[config.mk]
export PLATFORM = sky130hd
export DESIGN_NAME = op_sequencer
export DESIGN_NICKNAME = d
export VERILOG_FILES = /design/src/rtl/opseq_pkg.sv /design/src/rtl/opseq_ctrl.sv /design/src/rtl/opseq_status.sv /design/src/rtl/opseq_rdcap.sv /design/src/rtl/op_sequencer.sv
export SDC_FILE = /design/constraint.sdc
export NUM_CORES = 1
export LEC_CHECK = 0
export ABC_AREA = 1
export BUFFER_PORTS_ARGS = -buffer_cell sky130_fd_sc_hd__buf_2
export CAP_MARGIN = 20
export CORE_MARGIN = 3
export CORE_UTILIZATION = 35
export CTS_BUF_LIST = sky130_fd_sc_hd__clkbuf_16
export DETAILED_ROUTE_END_ITERATION = 8
export HOLD_SLACK_MARGIN = 0.05
export SLEW_MARGIN = 20
export SYNTH_ARGS = -nofsm -noshare
export SYNTH_HDL_FRONTEND = slang
export SYNTH_SLANG_ARGS = --single-unit
export TNS_END_PERCENT = 10
[constraint.sdc]
create_clock -name clk -period 1.8 [get_ports clk]
set_input_delay 0.09 -clock clk [delete_from_list [all_inputs] [get_ports clk]]
set_output_delay 0.09 -clock clk [all_outputs]
set_load 0.02 [all_outputs]
[src/rtl/opseq_pkg.sv]
`timescale 1ns/1ps
package opseq_pkg;

    typedef enum logic [1:0] {
        ST_IDLE      = 2'd0,
        ST_RUN       = 2'd1,
        ST_SUSP_WAIT = 2'd2,
        ST_SUSPENDED = 2'd3
    } seq_state_t;

    typedef enum logic [1:0] {
        OP_ERASE = 2'd0,
        OP_PROG  = 2'd1,
        OP_LOCK  = 2'd2
    } op_kind_t;

    // error events, one bit per sticky status flag
    typedef struct packed {
        logic erase_err;
        logic prog_err;
        logic volt_err;
        logic lock_err;
    } err_evt_t;

endpackage

[src/rtl/opseq_ctrl.sv]
`timescale 1ns/1ps
module opseq_ctrl
    import opseq_pkg::*;
#(
    parameter int CNT_W = 16
) (
    input  logic             clk,
    input  logic             rst_n,
    input  logic             start_erase,
    input  logic             start_prog,
    input  logic             start_lock,
    input  logic             suspend_req,
    input  logic             resume_req,
    input  logic             vpp_low,
    input  logic             prot_fault,
    input  logic             verify_fail,
    input  logic [CNT_W-1:0] op_cycles,
    input  logic [CNT_W-1:0] susp_latency,
    output logic             ready,
    output logic             erase_susp,
    output logic             prog_susp,
    output logic             wr_stb,
    output op_kind_t         wr_kind,
    output err_evt_t         evt
);

    localparam logic [CNT_W-1:0] ONE = CNT_W'(1);

    seq_state_t       state_q, state_d;
    op_kind_t         op_q, op_d;
    logic [CNT_W-1:0] cnt_q, cnt_d;
    logic [CNT_W-1:0] lat_q, lat_d;
    logic [CNT_W-1:0] ecnt_q, ecnt_d;
    logic             park_q, park_d;

    logic             cand;
    op_kind_t         cand_op;
    logic             fault_v, fault_p, launch, finishing;

    function automatic logic [CNT_W-1:0] at_least_one(input logic [CNT_W-1:0] v);
        return (v == '0) ? ONE : v;
    endfunction

    // which start request is being considered this cycle
    always_comb begin
        cand    = 1'b0;
        cand_op = OP_ERASE;
        unique case (state_q)
            ST_IDLE: begin
                cand = start_erase | start_prog | start_lock;
                if (start_erase)     cand_op = OP_ERASE;
                else if (start_prog) cand_op = OP_PROG;
                else                 cand_op = OP_LOCK;
            end
            ST_SUSPENDED: begin
                cand    = (op_q == OP_ERASE) && start_prog && !resume_req;
                cand_op = OP_PROG;
            end
            ST_RUN, ST_SUSP_WAIT: ;
        endcase
    end

    assign fault_v   = cand && vpp_low;
    assign fault_p   = cand && !vpp_low && prot_fault;
    assign launch    = cand && !vpp_low && !prot_fault;
    assign finishing = ((state_q == ST_RUN) || (state_q == ST_SUSP_WAIT)) && (cnt_q <= ONE);

    // next-state logic
    always_comb begin
        state_d = state_q;
        op_d    = op_q;
        cnt_d   = cnt_q;
        lat_d   = lat_q;
        ecnt_d  = ecnt_q;
        park_d  = park_q;
        unique case (state_q)
            ST_IDLE: begin
                if (launch) begin
                    state_d = ST_RUN;
                    op_d    = cand_op;
                    cnt_d   = at_least_one(op_cycles);
                end
            end
            ST_RUN, ST_SUSP_WAIT: begin
                if (finishing) begin
                    if (park_q) begin
                        state_d = ST_SUSPENDED;
                        op_d    = OP_ERASE;
                        cnt_d   = ecnt_q;
                        park_d  = 1'b0;
                    end else begin
                        state_d = ST_IDLE;
                    end
                end else begin
                    cnt_d = cnt_q - ONE;
                    if (state_q == ST_RUN) begin
                        if (suspend_req && (op_q != OP_LOCK)) begin
                            state_d = ST_SUSP_WAIT;
                            lat_d   = at_least_one(susp_latency);
                        end
                    end else if (lat_q <= ONE) begin
                        state_d = ST_SUSPENDED;
                    end else begin
                        lat_d = lat_q - ONE;
                    end
                end
            end
            ST_SUSPENDED: begin
                if (resume_req) begin
                    state_d = ST_RUN;
                end else if (launch) begin
                    park_d  = 1'b1;
                    ecnt_d  = cnt_q;
                    cnt_d   = at_least_one(op_cycles);
                    op_d    = OP_PROG;
                    state_d = ST_RUN;
                end
            end
        endcase
    end

    // state register
    always_ff @(posedge clk or negedge rst_n) begin
        if (!rst_n) begin
            state_q <= ST_IDLE;
            op_q    <= OP_ERASE;
            cnt_q   <= '0;
            lat_q   <= '0;
            ecnt_q  <= '0;
            park_q  <= 1'b0;
        end else begin
            state_q <= state_d;
            op_q    <= op_d;
            cnt_q   <= cnt_d;
            lat_q   <= lat_d;
            ecnt_q  <= ecnt_d;
            park_q  <= park_d;
        end
    end

    // outputs
    always_comb begin
        ready         = (state_q == ST_IDLE) || (state_q == ST_SUSPENDED);
        erase_susp    = ((state_q == ST_SUSPENDED) && (op_q == OP_ERASE)) || park_q;
        prog_susp     = (state_q == ST_SUSPENDED) && (op_q == OP_PROG);
        wr_stb        = finishing;
        wr_kind       = op_q;
        evt.erase_err = (fault_v || fault_p) && (cand_op == OP_ERASE);
        evt.prog_err  = ((fault_v || fault_p) && (cand_op != OP_ERASE))
                        || (finishing && (op_q == OP_PROG) && verify_fail);
        evt.volt_err  = fault_v;
        evt.lock_err  = fault_p;
    end

    AST_STB_SINGLE: assert property (@(posedge clk) disable iff (!rst_n)
        wr_stb |=> !wr_stb);

    AST_SUSP_FROM_BUSY: assert property (@(posedge clk) disable iff (!rst_n)
        ($rose(prog_susp) || $rose(erase_susp)) |-> !$past(ready));

endmodule

[src/rtl/opseq_status.sv]
`timescale 1ns/1ps
module opseq_status
    import opseq_pkg::*;
(
    input  logic       clk,
    input  logic       rst_n,
    input  logic       clear_req,
    input  logic       ready,
    input  logic       erase_susp,
    input  logic       prog_susp,
    input  err_evt_t   evt,
    output logic [7:0] status_live
);

    logic [3:0] err_q;
    logic [3:0] evt_bits;
    logic       susp_any;
    logic       clear_ok;

    assign evt_bits = evt;
    assign susp_any = erase_susp || prog_susp;
    assign clear_ok = clear_req && !susp_any;

    // err_q bit order: erase, program, voltage, lock
    always_ff @(posedge clk or negedge rst_n) begin
        if (!rst_n) begin
            err_q <= '0;
        end else begin
            err_q <= (clear_ok ? 4'b0000 : err_q) | evt_bits;
        end
    end

    assign status_live = {ready, erase_susp, err_q[3], err_q[2],
                          err_q[1], prog_susp, err_q[0], 1'b0};

    AST_STICKY_KEEP: assert property (@(posedge clk) disable iff (!rst_n)
        !$past(clear_req) |-> ((err_q & $past(err_q)) == $past(err_q)));

    AST_CLEAR_BLOCKED: assert property (@(posedge clk) disable iff (!rst_n)
        ($past(clear_req) && $past(susp_any)) |-> ((err_q & $past(err_q)) == $past(err_q)));

    AST_VOLT_PAIRED: assert property (@(posedge clk) disable iff (!rst_n)
        $rose(err_q[1]) |-> (err_q[3] || err_q[2]));

    AST_LOCK_PAIRED: assert property (@(posedge clk) disable iff (!rst_n)
        $rose(err_q[0]) |-> (err_q[3] || err_q[2]));

endmodule

[src/rtl/opseq_rdcap.sv]
`timescale 1ns/1ps
module opseq_rdcap (
    input  logic       clk,
    input  logic       rst_n,
    input  logic       rd_n,
    input  logic [7:0] status_live,
    output logic [7:0] status_q
);

    logic rd_prev;

    always_ff @(posedge clk or negedge rst_n) begin
        if (!rst_n) begin
            rd_prev  <= 1'b1;
            status_q <= 8'h80;
        end else begin
            rd_prev <= rd_n;
            if (rd_n || rd_prev) begin
                status_q <= status_live;
            end
        end
    end

    AST_HOLD_WHILE_LOW: assert property (@(posedge clk) disable iff (!rst_n)
        (!rd_n && !$past(rd_n) && $past(rst_n)) |=> $stable(status_q));

endmodule

[src/rtl/op_sequencer.sv]
`timescale 1ns/1ps
module op_sequencer
    import opseq_pkg::*;
#(
    parameter int CNT_W = 16
) (
    input  logic             clk,
    input  logic             rst_n,
    input  logic             start_erase,
    input  logic             start_prog,
    input  logic             start_lock,
    input  logic             suspend_req,
    input  logic             resume_req,
    input  logic             clear_req,
    input  logic             vpp_low,
    input  logic             prot_fault,
    input  logic             verify_fail,
    input  logic             rd_n,
    input  logic [CNT_W-1:0] op_cycles,
    input  logic [CNT_W-1:0] susp_latency,
    output logic [7:0]       status,
    output logic             busy,
    output logic             wr_stb,
    output logic [1:0]       wr_kind
);

    logic       ready, erase_susp, prog_susp;
    op_kind_t   kind;
    err_evt_t   evt;
    logic [7:0] status_live;

    opseq_ctrl #(.CNT_W(CNT_W)) u_ctrl (
        .clk          (clk),
        .rst_n        (rst_n),
        .start_erase  (start_erase),
        .start_prog   (start_prog),
        .start_lock   (start_lock),
        .suspend_req  (suspend_req),
        .resume_req   (resume_req),
        .vpp_low      (vpp_low),
        .prot_fault   (prot_fault),
        .verify_fail  (verify_fail),
        .op_cycles    (op_cycles),
        .susp_latency (susp_latency),
        .ready        (ready),
        .erase_susp   (erase_susp),
        .prog_susp    (prog_susp),
        .wr_stb       (wr_stb),
        .wr_kind      (kind),
        .evt          (evt)
    );

    opseq_status u_status (
        .clk         (clk),
        .rst_n       (rst_n),
        .clear_req   (clear_req),
        .ready       (ready),
        .erase_susp  (erase_susp),
        .prog_susp   (prog_susp),
        .evt         (evt),
        .status_live (status_live)
    );

    opseq_rdcap u_rdcap (
        .clk         (clk),
        .rst_n       (rst_n),
        .rd_n        (rd_n),
        .status_live (status_live),
        .status_q    (status)
    );

    assign busy    = !ready;
    assign wr_kind = kind;

endmodule

# == Word-level counts from Yosys, hierarchy flattened ==
# Cells that the tools add are included.
# word_totals
ff_bits,65
input_bits,44
output_inout_bits,12
elab_cells,107
# op_classes
mux,33
n_addsub,2
n_reduce_logical,41
bitwise_logic,5
n_eq_ne,15
order_cmp,2
# op_table
operator,count
$mux 16,9
$pmux 16 s3,1
$le 16x1->1 const B,2
$logic_not 16->1,2
$sub 16x1->16 const B,2
$mux 2,14
$logic_and 1x1->1,15
$pmux 2 s3,2
$ne 2x1->1 const B,5
$reduce_and 4->1,2
$logic_or 1x1->1,7
$logic_not 2->1,3
$ne 2x2->1 const B,3
$logic_not 1->1,5
$reduce_and 5->1,1
$eq 2x1->1 const B,2
$eq 2x2->1 const B,2
$mux 4,1
$ne 4x1->1 const B,1
$ne 4x3->1 const B,1
$or 4x4->4,1
$pmux 1 s2,2
$pmux 2 s2,1
$reduce_and 2->1,2
7 further kinds,12

# == Logic depth before layout (Yosys ltp) ==
# Gate-level depths: netlist (run 1).
# logic_depth
word_depth,10
ltp_mapped,15
ltp_nobuf,14

# == Modules after synthesis ==
# A second synthesis (run 1) with hierarchy kept.
# hier_totals
cells_unflattened,674
area_unflattened_um2,4460.5
# modules_own_cells
module,seq_area_each_um2,area_each_um2,cells_each,instances
opseq_ctrl,1326.3,3931.3,616,1
opseq_rdcap,227.7,339.1,34,1
opseq_status,100.1,186.4,23,1
op_sequencer,0.0,3.8,1,1

# == Least setup slack after synthesis (run 1) ==
# OpenSTA, ideal clock, no wires.
# synth_path
path_kind,register to register
start,reg u_ctrl.state_q[0]
end,reg u_ctrl.cnt_q[2]
t_arrival_ns,1.852
path_buffers,2
required_time_ns,1.684
slack_ns,-0.168
synth_period_minus_slack_ns,1.968
setup_time_ns,0.116
stages_incl_launch_ff,15
cell_sequence,dfrtp_1 > inv_1 > ha_1 > buf_6 > inv_6 > nand2_1 > nor2_1 > nand2_1 > nand2_2 > nand3_4 > nand2_4 > nand2_4 > buf_4 > nand2_1 > nand2_1
# synth_via
elab_chain_len,7
elab_cells_between_ends,17
cone_classes,5 x eq/ne; 5 x mux; 7 x reduce/logical
# synth_rtl
item,line,text
from (decl),opseq_ctrl.sv:29,"seq_state_t state_q, state_d;"
from (signal assigned),opseq_ctrl.sv:132,state_q <= state_d;
$eq 2x2->1 / $logic_not 2->1 (equally long branches),"opseq_ctrl.sv:48, opseq_ctrl.sv:76",
$pmux 1 s2,opseq_ctrl.sv:48,unique case (state_q)
$logic_and 1x1->1 (2 in series),opseq_ctrl.sv:65,assign launch = cand && !vpp_low && !prot_fault;
$mux 16 (2 in series),-,
$pmux 16 s3,opseq_ctrl.sv:76,unique case (state_q)
to (signal assigned),opseq_ctrl.sv:134,cnt_q <= cnt_d;
to (decl),opseq_ctrl.sv:31,"logic [CNT_W-1:0] cnt_q, cnt_d;"
# Parallel ways exist; a longest one is shown, timed or not. The select of a mux whose other input is x is not followed.
# A chain may end at the register's enable or synchronous reset.

# == Worst setup path after layout (run 1) ==
# layout_path
start,reg u_ctrl.cnt_q[0]
end,out wr_stb
# layout_via
elab_chain_len,2
# layout_rtl
item,line,text
$le 16x1->1,opseq_ctrl.sv:66,assign finishing = ((state_q == ST_RUN) || (state_q == ST_SUSP_WAIT)) && (cnt_q <= ONE);
$logic_and 1x1->1,opseq_ctrl.sv:66,
to (decl),op_sequencer.sv:23,"output logic wr_stb,"
# Every way passes these cells.

==> results of run 1 <==
[repair_timing]
action                                  CTS  global route
hold buffers                              3             0
buffers inserted                          7             3
endpoints found under the hold margin    65             0
pin swaps                                 6            13
cloned                                    0             2
endpoints found under the setup margin   18            46
gates resized for setup                  18            25
[registers in the layout, summed over array words and instances (netlist names)]
| register | flops |
|---|---|
| u_ctrl.cnt_q | 16 |
| u_ctrl.ecnt_q | 16 |
| u_ctrl.lat_q | 16 |
| u_ctrl.park_q | 1 |
| u_ctrl.state_q | 2 |
| u_ctrl.wr_kind | 2 |
| u_rdcap.rd_prev | 1 |
| u_rdcap.status_q | 7 |
| u_status.err_q | 4 |
[metrics by stage]
| stage | power, mW | setup WS, ns | hold slack [ns] |
|---|---|---|---|
| after floorplan | 7.195 | -0.005012 | -0.2056 |
| after global placement | 8.734 | -0.04438 | 0.1400 |
| after detailed placement | 8.864 | -0.07556 | 0.1448 |
| final | 11.25 | -0.006748 | 0.05437 |
| after global routing | 12.36 | -0.1440 | 0.08607 |
| after CTS | 10.80 | -0.04611 | 0.05218 |
[layout make-up]
cell class                 instances  area, sq um
fill                            1200         6215
clock buffer                       9        225.2
timing repair buffer              97        680.7
inverter                          62        257.7
timing repair inverter             1        8.758
sequential                        65         1629
tap                              143        178.9
multi-input combinational        499         2462
clock inverter                     7        53.80
[cells by family (layout without fill, tap and decap cells)]
group	after synthesis	after routing	synth area share, %
AND/OR/NAND/NOR	416	417	41.30
flip-flops	65	65	37.76
AO/OA/AOI/OAI	63	63	8.208
XOR/XNOR	9	9	1.827
multiplexers	1	1	0.2610
other	1	1	0.08692
buffers and inverters	80	176	8.236
adder cells (fa/ha/maj)	8	8	2.320
[routing by layer]
layer  vias up  global-route usage (%)  routed length, um
met5         -                       0                  0
met4         0                   5.887                164
met3        15                   3.290                564
met2       111                   29.12               5494
met1      2002                   23.46               5484
li1       2210                       -                  -
[power breakdown]
part	switching, mW	internal, mW
Combinational	4.24	2.66
Clock	0.635	1.04
Sequential	0.522	2.15
Total	5.39	5.86
[path summary, 6_finish.rpt]
check	startpoint	slack, ns	cells past startpoint	endpoint
hold reg to reg	u_rdcap.status_q[1]	0.48	2	u_rdcap.status_q[1]
setup / recovery	u_ctrl.cnt_q[0]	-0.007	10	wr_stb
hold / removal	prot_fault	0.05	3	u_status.err_q[0]
min in group asynchronous	rst_n	0.31	3	u_rdcap.status_q[1]
max in group asynchronous	rst_n	1.16	3	u_rdcap.status_q[7]
setup reg to reg	u_ctrl.cnt_q[0]	0.02	14	u_ctrl.cnt_q[9]
[layout by cell type (no fill, tap or decap), types with 3 or more instances in the layout]
cell type and count:
ha_1 5, nand3_2 5, nor3_1 3, clkbuf_16 9, clkinv_1 4, a21oi_1 5
dfrtp_1 63, nand2_1 245, o21ai_1 4, nand4_1 7, nand2_2 15, buf_6 4
xor2_1 7, ha_4 3, buf_2 53, nand3_1 52, dlygate4sd3_1 3, nor2_1 67
buf_4 32, o21ai_0 41, nor2_2 7, buf_12 5, inv_1 49, nor2_4 4
inv_2 10, o21ai_2 8
[worst reg2reg max path: stages, from the launching register on]
cell and delay (ns):
dfrtp_1 0.42, buf_6 0.14, ha_4 0.14, inv_2 0.05, nand2_2 0.06, nand2_2 0.08
nor2_4 0.05, buf_4 0.13, nand4_2 0.07, nand2_2 0.07, inv_4 0.10, buf_4 0.16
nand3_1 0.09, nand2_1 0.07, nand2_1 0.05
==> impl_results.md, run 1 <==
* Cell breakdown of the critical path: inv_2 -> ha_4 -> inv_2 -> nand2_2 -> nand2_2 -> nor2_4 -> nand3_4 -> nor2_4 -> buf_6 -> buf_6
* Slew @ Worst Pin at approximately 0.64 ns
* Post-route insts no fill at about 900
* Post-route worst setup slack at -0.006748 ns
* Hold Vio Cnt, Final at 0
* Gate Count Post-Synth at roughly 640
* Syn_nets at between 600 and 700
* Io pins at 56
* Clock skew at about 0.0091 ns
* Die footprint at around 14000 sq um
* Layout area overhead at 27.41%
* Antenna violations before repair at 0
* Post-synth top cells: nand2_1, nor2_1, dfrtp_1
* Design Area, Final at roughly 5500 sq um
* Tcrit/Tclk final at 100.4%
* Setup crit start kind: register
* Remaining DRCs at 0
* Setup TNS at -0.006748 ns
* Drt first pass iters at 4
* Core Footprint at around 12000 sq um
* H-Tree Depth at 3
* Syn Area/Cell at between 6 and 7 sq um
* EDFF count, synth at 0
* TritonCTS clock tree: yes
* Post-synthesis sequential area ratio at between 30% and 40%
* Outcome: complete, but fails checks
* Clk pin slew, worst setup/hold paths at ~0.060 ns
* Dpl cells at about 850
* Layout cells sized above 1 at a little under a quarter
* Placer Congestion at approximately 0.89
* Final Setup Violations at 1
* Most frequent cell after synthesis: nand2_1
* CP bufs+invs at 4
* CP peak stage delay at ~0.42 ns
* Crit Path Class: register to output pin
* Failing checks: setup timing
* Pleak at about 2.8 nW
* Worst-Skew Late Latency at between 0.3 and 0.4 ns
* Clock Tree Root: clkbuf_16
* Worst VDD drop at slightly above 0.8 mV
* Post-synth top area cell: dfrtp_1
* Family with the most delay on the worst path: simple AND/OR/NAND/NOR gates
* Crit path DAT at 1.72 ns
* Die W at 117.0 um
* Max_slew headroom at a little under three fifths
* Port Buf Inserts at 54
* Std-Cell Rows at 39
* Antenna viol nets, final at 0
* Clock buffer count from CTS at 9
* Dominant cells by area after synthesis: dfrtp_1, nand2_1, nand3_1
* Largest buffer count on any clock path at 2
* Asr flop ratio synth at 100.0%
* Drt via density at around 5
* Worst Path Required at ~1.7 ns
* Final HPWL DP at 8408 um
* Crit-path max FO at 4
* Achievable Freq at between 500 and 600 MHz
* Cell Pwr Density at a little over 2000 nW/um^2
* Synth Warn # at 0
* Worst hold path class: input pin to register
* Post-Place Cell Area at 4936 sq um
* Period minus WS final at 1.807 ns
* WL/cell at roughly 13 um
* Post-synth top area share at 36.54%
* Unrepaired setup endpoints after global routing: yes
* Tot GR Track Use at between 10% and 20%
* CTS sink cnt at between 60 and 70
* Unique masters post-synth at 37
* Vias in the first global route at 4130
* MaxCap Viol Count at 0
* Max-slew violations at 0
* Routed via count at 4338
* Pin count of the biggest net entering global routing at 66
* Initial core utilization at between 30% and 40%
* Yosys reg bits at 65
* Nets at approximately 790
* Top FF cell, synth: dfrtp_1
* Die height at around 120 um
* 1st-iter DRT viols at 270
* Grt ovf at 0
* Worst path slowest cell: dfrtp_1
* CP Capture Type: output pin
* WL final at 11710 um
* Mapped cell area at around 4300 sq um
* First-pass GRT wire length at roughly 19000 um
* Ant diodes at 0
* Fin util at approximately 47%
Note: power is estimated with default switching activity, not from simulation.
==> run 2, diff against run 1 <==
==> constraint.sdc (replaced) <==
create_clock -name clk -period 2.1 [get_ports clk]
set_input_delay 0.105 -clock clk [delete_from_list [all_inputs] [get_ports clk]]
set_output_delay 0.105 -clock clk [all_outputs]
set_load 0.02 [all_outputs]
==> run 2 against run 1 <==
Net effect: the run now ends clean; routed wire length down 4.8%; setup slack better by 0.12 ns; non-clock buffer count down 29; global-route usage down 0.98 points; core utilization down 2.9 points; register-to-register slack better by 0.14 ns; highest routed layer unchanged.
==> impl_results.md, run 2 (synthesized netlist as in run 1, its figures left out) <==
* Outcome: finished clean
* Drt via density at 4.864
* Post-route worst setup slack at 0.1174 ns
* Family with the most delay on the worst path: buffers and inverters
* Largest buffer count on any clock path at 2
* Layout cells sized above 1 at between 10% and 20%
* WL final at 11150 um
* Post-route insts no fill at roughly 850
* Logic gate share of total power at between 50 and 60%
* Clock Tree Root: clkbuf_16
* Dpl cells at approximately 830
* WL/cell at between 10 and 15 um
* Setup crit start kind: register
* Dpl ws at around 0.046 ns
* Nets at 757
* Pleak at approximately 2.7 nW
* Post-Place Cell Area at ~4700 sq um
* Ant diodes at 0
* Routed via count at ~4100
* Most frequent cells in the layout: nand2_1, nor2_1, dfrtp_1
* Clock skew at 0.005093 ns
* Antenna violations before repair at 0
* Worst hold slack at approximately 0.066 ns
* Max_slew headroom at between 50% and 60%
* Placer Congestion at about 0.9
* Tcrit/Tclk final at between 90% and 100%
* Pwr Total at 9.054 mW
* Clk pin slew, worst setup/hold paths at ~0.060 ns
* Std-Cell Rows at 39
* MaxCap Viol Count at 0
* Worst VDD drop at 0.6189 mV
* Achievable Freq at a little over 500 MHz
* Cell Pwr Density at roughly 1800 nW/um^2
* TritonCTS clock tree: yes
* Max-slew violations at 0
* Io pins at 56
* Die footprint at 13690 sq um
* CP Capture Type: output pin
* Die height at 117.0 um
* Port Buf Inserts at 54
* Core Footprint at about 12000 sq um
* Crit Path Class: register to output pin
* Internal power at 4.693 mW
* Final HPWL DP at between 7000 and 8000 um
* Worst hold path class: input pin to register
* Grt ovf at 0
* Antenna viol nets, final at 0
* Setup TNS at 0 ns
* Crit-path max FO at 14
* Clock power frac at between 10% and 20%
* Layout area overhead at 19.66%
* Most common cell after layout, fill and taps aside: nand2_1
* Worst Path Required at 2.00 ns
* Vias in the first global route at 3826
* Seq pwr share at around 25%
* Fin util at 44.08%
* Biggest regs: u_ctrl.cnt_q x16, u_ctrl.ecnt_q x16, u_ctrl.lat_q x16
* 1st-iter DRT viols at 334
* Switching part of the total at 48.17%
* CP bufs+invs at 4
* Pin count of the biggest net entering global routing at 66
* Unrepaired setup endpoints after global routing: yes
* CP peak stage delay at 0.40 ns
* Tot GR Track Use at about 17%
* Hold Vio Cnt, Final at 0
* Slew @ Worst Pin at ~0.68 ns
* Worst path slowest cell: dfrtp_1
* Design Area, Final at between 5000 and 6000 sq um
* Die W at 117.0 um
* NetSw at around 4.4 mW
* First-pass GRT wire length at roughly 18000 um
* Final Setup Violations at 0
* H-Tree Depth at 3
* Initial core utilization at 36.84%
* Period minus WS final at between 1.5 and 2 ns
* Crit path DAT at about 1.9 ns
* Remaining DRCs at 0
* Drt first pass iters at 5
* CTS sink cnt at 65
* Cell breakdown of the critical path: inv_2 -> ha_4 -> inv_1 -> nand2_1 -> nand2_1 -> nor2_4 -> nand3_4 -> buf_4 -> nor2_4 -> buf_4
* Clock buffer count from CTS at 9
* Worst-Skew Late Latency at between 0.3 and 0.4 ns
run 2: cell count changes in the layout (fill, tap and decap cells not counted), moves of 5 or more:
cell / delta
buf_4: -21
nand2_1: +8
nand2_2: -8
nand3_1: +5
nand3_2: -5
run 2: path summary, 6_finish.rpt:
kind / start / end / slack (ns) / depth (start not counted)
worst max-delay path: u_ctrl.cnt_q[0] / wr_stb / 0.12 / 10
worst min-delay path: prot_fault / u_status.err_q[0] / 0.07 / 3
worst max register to register: u_ctrl.state_q[0] / u_ctrl.cnt_q[9] / 0.16 / 13
min in group asynchronous: rst_n / u_rdcap.status_q[4] / 0.31 / 3
worst min register to register: u_rdcap.status_q[2] / u_rdcap.status_q[2] / 0.48 / 2
max in group asynchronous: rst_n / u_rdcap.rd_prev / 1.47 / 3
run 2: layer usage:
metal	track usage (%)	share of wire, %	wire length, um	vias to the layer above
met5	0	0	0	-
met4	4.740	1.0	117	0
met3	3.753	5.7	633	10
met2	27.61	47	5207	103
met1	22.01	47	5186	1896
li1	-	-	-	2140
run 2: layout make-up:
type / instances / area [sq um]
Inverter: 62 / 250.2
Tap cell: 143 / 178.9
Timing Repair Buffer: 68 / 397.9
Clock buffer: 9 / 225.2
Clock inverter: 7 / 110.1
Fill cell: 1250 / 6549
Multi-Input combinational cell: 499 / 2371
Sequential cell: 65 / 1629
run 2: repair_timing:
action,in CTS,in global routing
endpoints found under the hold margin,65,0
pin swaps,1,2
buffers inserted,1,0
setup endpoints to repair,1,37
hold buffers,3,0
gates cloned,0,1
resized for setup,3,11
run 2: power by group through the flow:
stage / registers, mW / logic (mW) / clock network (mW)
3_5_place_dp: 2.30 / 4.82 / 0
6_report: 2.30 / 5.05 / 1.71
5_1_grt: 2.37 / 5.81 / 1.79
3_3_place_gp: 2.28 / 4.75 / 0
4_1_cts: 2.29 / 4.86 / 1.74
2_1_floorplan: 2.28 / 3.84 / 0
run 2: tightest hold or removal path: stages:
cell	delay [ns]
buf_2	0.08
nand3_1	0.09
o21ai_0	0.08
==> run 3, diff against run 2 <==
--- a/config.mk
+++ b/config.mk
@@ -9,7 +9,7 @@
 export BUFFER_PORTS_ARGS = -buffer_cell sky130_fd_sc_hd__buf_2
 export CAP_MARGIN = 20
 export CORE_MARGIN = 3
-export CORE_UTILIZATION = 35
+export CORE_UTILIZATION = 40
 export CTS_BUF_LIST = sky130_fd_sc_hd__clkbuf_16
 export DETAILED_ROUTE_END_ITERATION = 8
 export HOLD_SLACK_MARGIN = 0.05
==> run 3 against run 2 <==
Net effect: cell count down 0.47%; critical path depth stayed put; core utilization up 5.2 points; combinational power grew 0.8%; setup slack worse by 0.025 ns; clock skew increased by 0.0055 ns; register-to-register slack about the same; sequential power about the same; worst hold slack worse by 0.011 ns; first-iteration DRC count fell by 32%; via count rose by 0.46%; critical endpoint unchanged; highest routed layer unchanged.
==> impl_results.md, run 3 (synthesized netlist as in run 1, its figures left out) <==
* Outcome: finished clean
* WL/cell at approximately 13 um
* Max-slew violations at 0
* Die W at 109.9 um
* Clock Tree Root: clkbuf_16
* Unrepaired setup endpoints after global routing: yes
* Worst-Skew Late Latency at 0.34 ns
* WL final at 11340 um
* CTS sink cnt at 65
* Pin count of the biggest net entering global routing at 66
* Antenna violations before repair at 0
* Slew @ Worst Pin at 0.7055 ns
* Cell Pwr Density at roughly 1700 nW/um^2
* TritonCTS clock tree: yes
* Final HPWL DP at 8032 um
* Biggest regs: u_ctrl.cnt_q x16, u_ctrl.ecnt_q x16, u_ctrl.lat_q x16
* Most frequent cells in the layout: nand2_1, nor2_1, dfrtp_1
* Post-route insts no fill at ~850
* Layout area overhead at 19.00%
* Port Buf Inserts at 54
* Pleak at 2.668 nW
* Cell breakdown of the critical path: inv_2 -> ha_4 -> inv_1 -> nand2_1 -> nand2_1 -> nor2_4 -> nand3_4 -> buf_4 -> nor2_4 -> buf_4
* Drt via density at 4.909
* Crit path DAT at roughly 1.9 ns
* Std-Cell Rows at 37
* Remaining DRCs at 0
* Antenna viol nets, final at 0
* Clock skew at between 0.01 and 0.015 ns
* Max_slew headroom at around 53%
* Tcrit/Tclk final at 95.62%
* Grt ovf at 0
* Largest buffer count on any clock path at 2
* Post-route worst setup slack at 0.09206 ns
* Core Footprint at around 10000 sq um
* Drt first pass iters at 5
* MaxCap Viol Count at 0
* Worst hold path class: input pin to register
* CP Capture Type: output pin
* Clk pin slew, worst setup/hold paths at around 0.060 ns
* Routed via count at 4168
* Period minus WS final at 2.008 ns
* Setup crit start kind: register
* Hold Vio Cnt, Final at 0
* Family with the most delay on the worst path: buffers and inverters
* Io pins at 56
* H-Tree Depth at 3
* Dpl cells at between 800 and 900
* 1st-iter DRT viols at between 200 and 250
* Layout cells sized above 1 at 17.95%
* CP bufs+invs at 4
* Initial core utilization at around two fifths
* Crit Path Class: register to output pin
* Ant diodes at 0
* Die height at roughly 110 um
* Nets at 760
* Tot GR Track Use at between 10% and 20%
* Most common cell after layout, fill and taps aside: nand2_1
* Worst VDD drop at between 0.6 and 0.7 mV
* Placer Congestion at between 0.8 and 0.9
* Crit-path max FO at 14
* Worst Path Required at 2.00 ns
* Dpl ws at 0.007538 ns
* First-pass GRT wire length at between 15000 and 20000 um
* Die footprint at about 12000 sq um
* Setup TNS at 0 ns
* Clock buffer count from CTS at 9
* Worst hold slack at 0.05499 ns
* Final Setup Violations at 0
* Achievable Freq at approximately 500 MHz
* CP peak stage delay at just over 0.4 ns
* Vias in the first global route at 3908
* Worst path slowest cell: dfrtp_1
==> run 3: stage by stage <==
stage          util (%)  power, mW  instance area [sq um]
3_5_place_dp      45.60      7.205                   4750
2_1_floorplan         -      6.116                   4314
4_1_cts           48.85      8.771                   5089
6_report          49.29      8.901                   5134
3_3_place_gp      45.60      7.109                   4750
5_1_grt           49.29      9.727                   5134
==> run 3: worst paths after layout <==
path | startpoint | cells past startpoint | end | slack, ns
hold reg to reg | u_rdcap.status_q[3] | 2 | u_rdcap.status_q[3] | 0.49
setup reg to reg | u_ctrl.cnt_q[0] | 14 | u_ctrl.cnt_q[13] | 0.17
hold / removal | prot_fault | 3 | u_status.err_q[0] | 0.05
max in group asynchronous | rst_n | 3 | u_ctrl.cnt_q[1] | 1.47
setup / recovery | u_ctrl.cnt_q[0] | 10 | wr_stb | 0.09
min in group asynchronous | rst_n | 3 | u_rdcap.status_q[4] | 0.30
==> run 3: timing repair <==
action	in CTS	in global routing
buffers inserted	1	0
setup endpoints to repair	3	35
hold endpoints to repair	65	0
gates cloned	0	1
pin swaps	1	1
hold buffers	3	0
gates resized for setup	2	10
==> run 3: area by class of cell <==
cell class	count	area [sq um]
tap	136	170.2
multi-input combinational	499	2367
clock buffer	9	225.2
sequential	65	1629
timing repair buffer	71	420.4
clock inverter	7	71.32
fill	1069	5283
inverter	62	250.2
==> run 3: layer usage <==
layer  vias to the layer above  global-route usage [%]  wire length [um]
li1                       2158                       -                 -
met1                      1907                   24.85              5267
met2                        95                   33.19              5374
met5                         -                       0                 0
met4                         0                   5.699               117
met3                         8                   3.699               581
==> run 3: where the power goes <==
| group | switching (mW) | internal, mW |
|---|---|---|
| combinational | 3.37 | 1.72 |
| sequential | 0.439 | 1.84 |
| clock | 0.606 | 0.919 |
| total | 4.42 | 4.48 |
==> run 3: worst register-to-register path, stage by stage, from the launching register on <==
cell,delay (ns)
dfrtp_1,0.41
inv_2,0.11
ha_4,0.16
inv_1,0.05
nand2_1,0.06
nand2_1,0.07
nor2_4,0.13
nand3_4,0.08
buf_4,0.20
nor2_4,0.15
buf_4,0.20
nand2_1,0.07
nand3_1,0.08
nand2_1,0.05
nand2_1,0.06
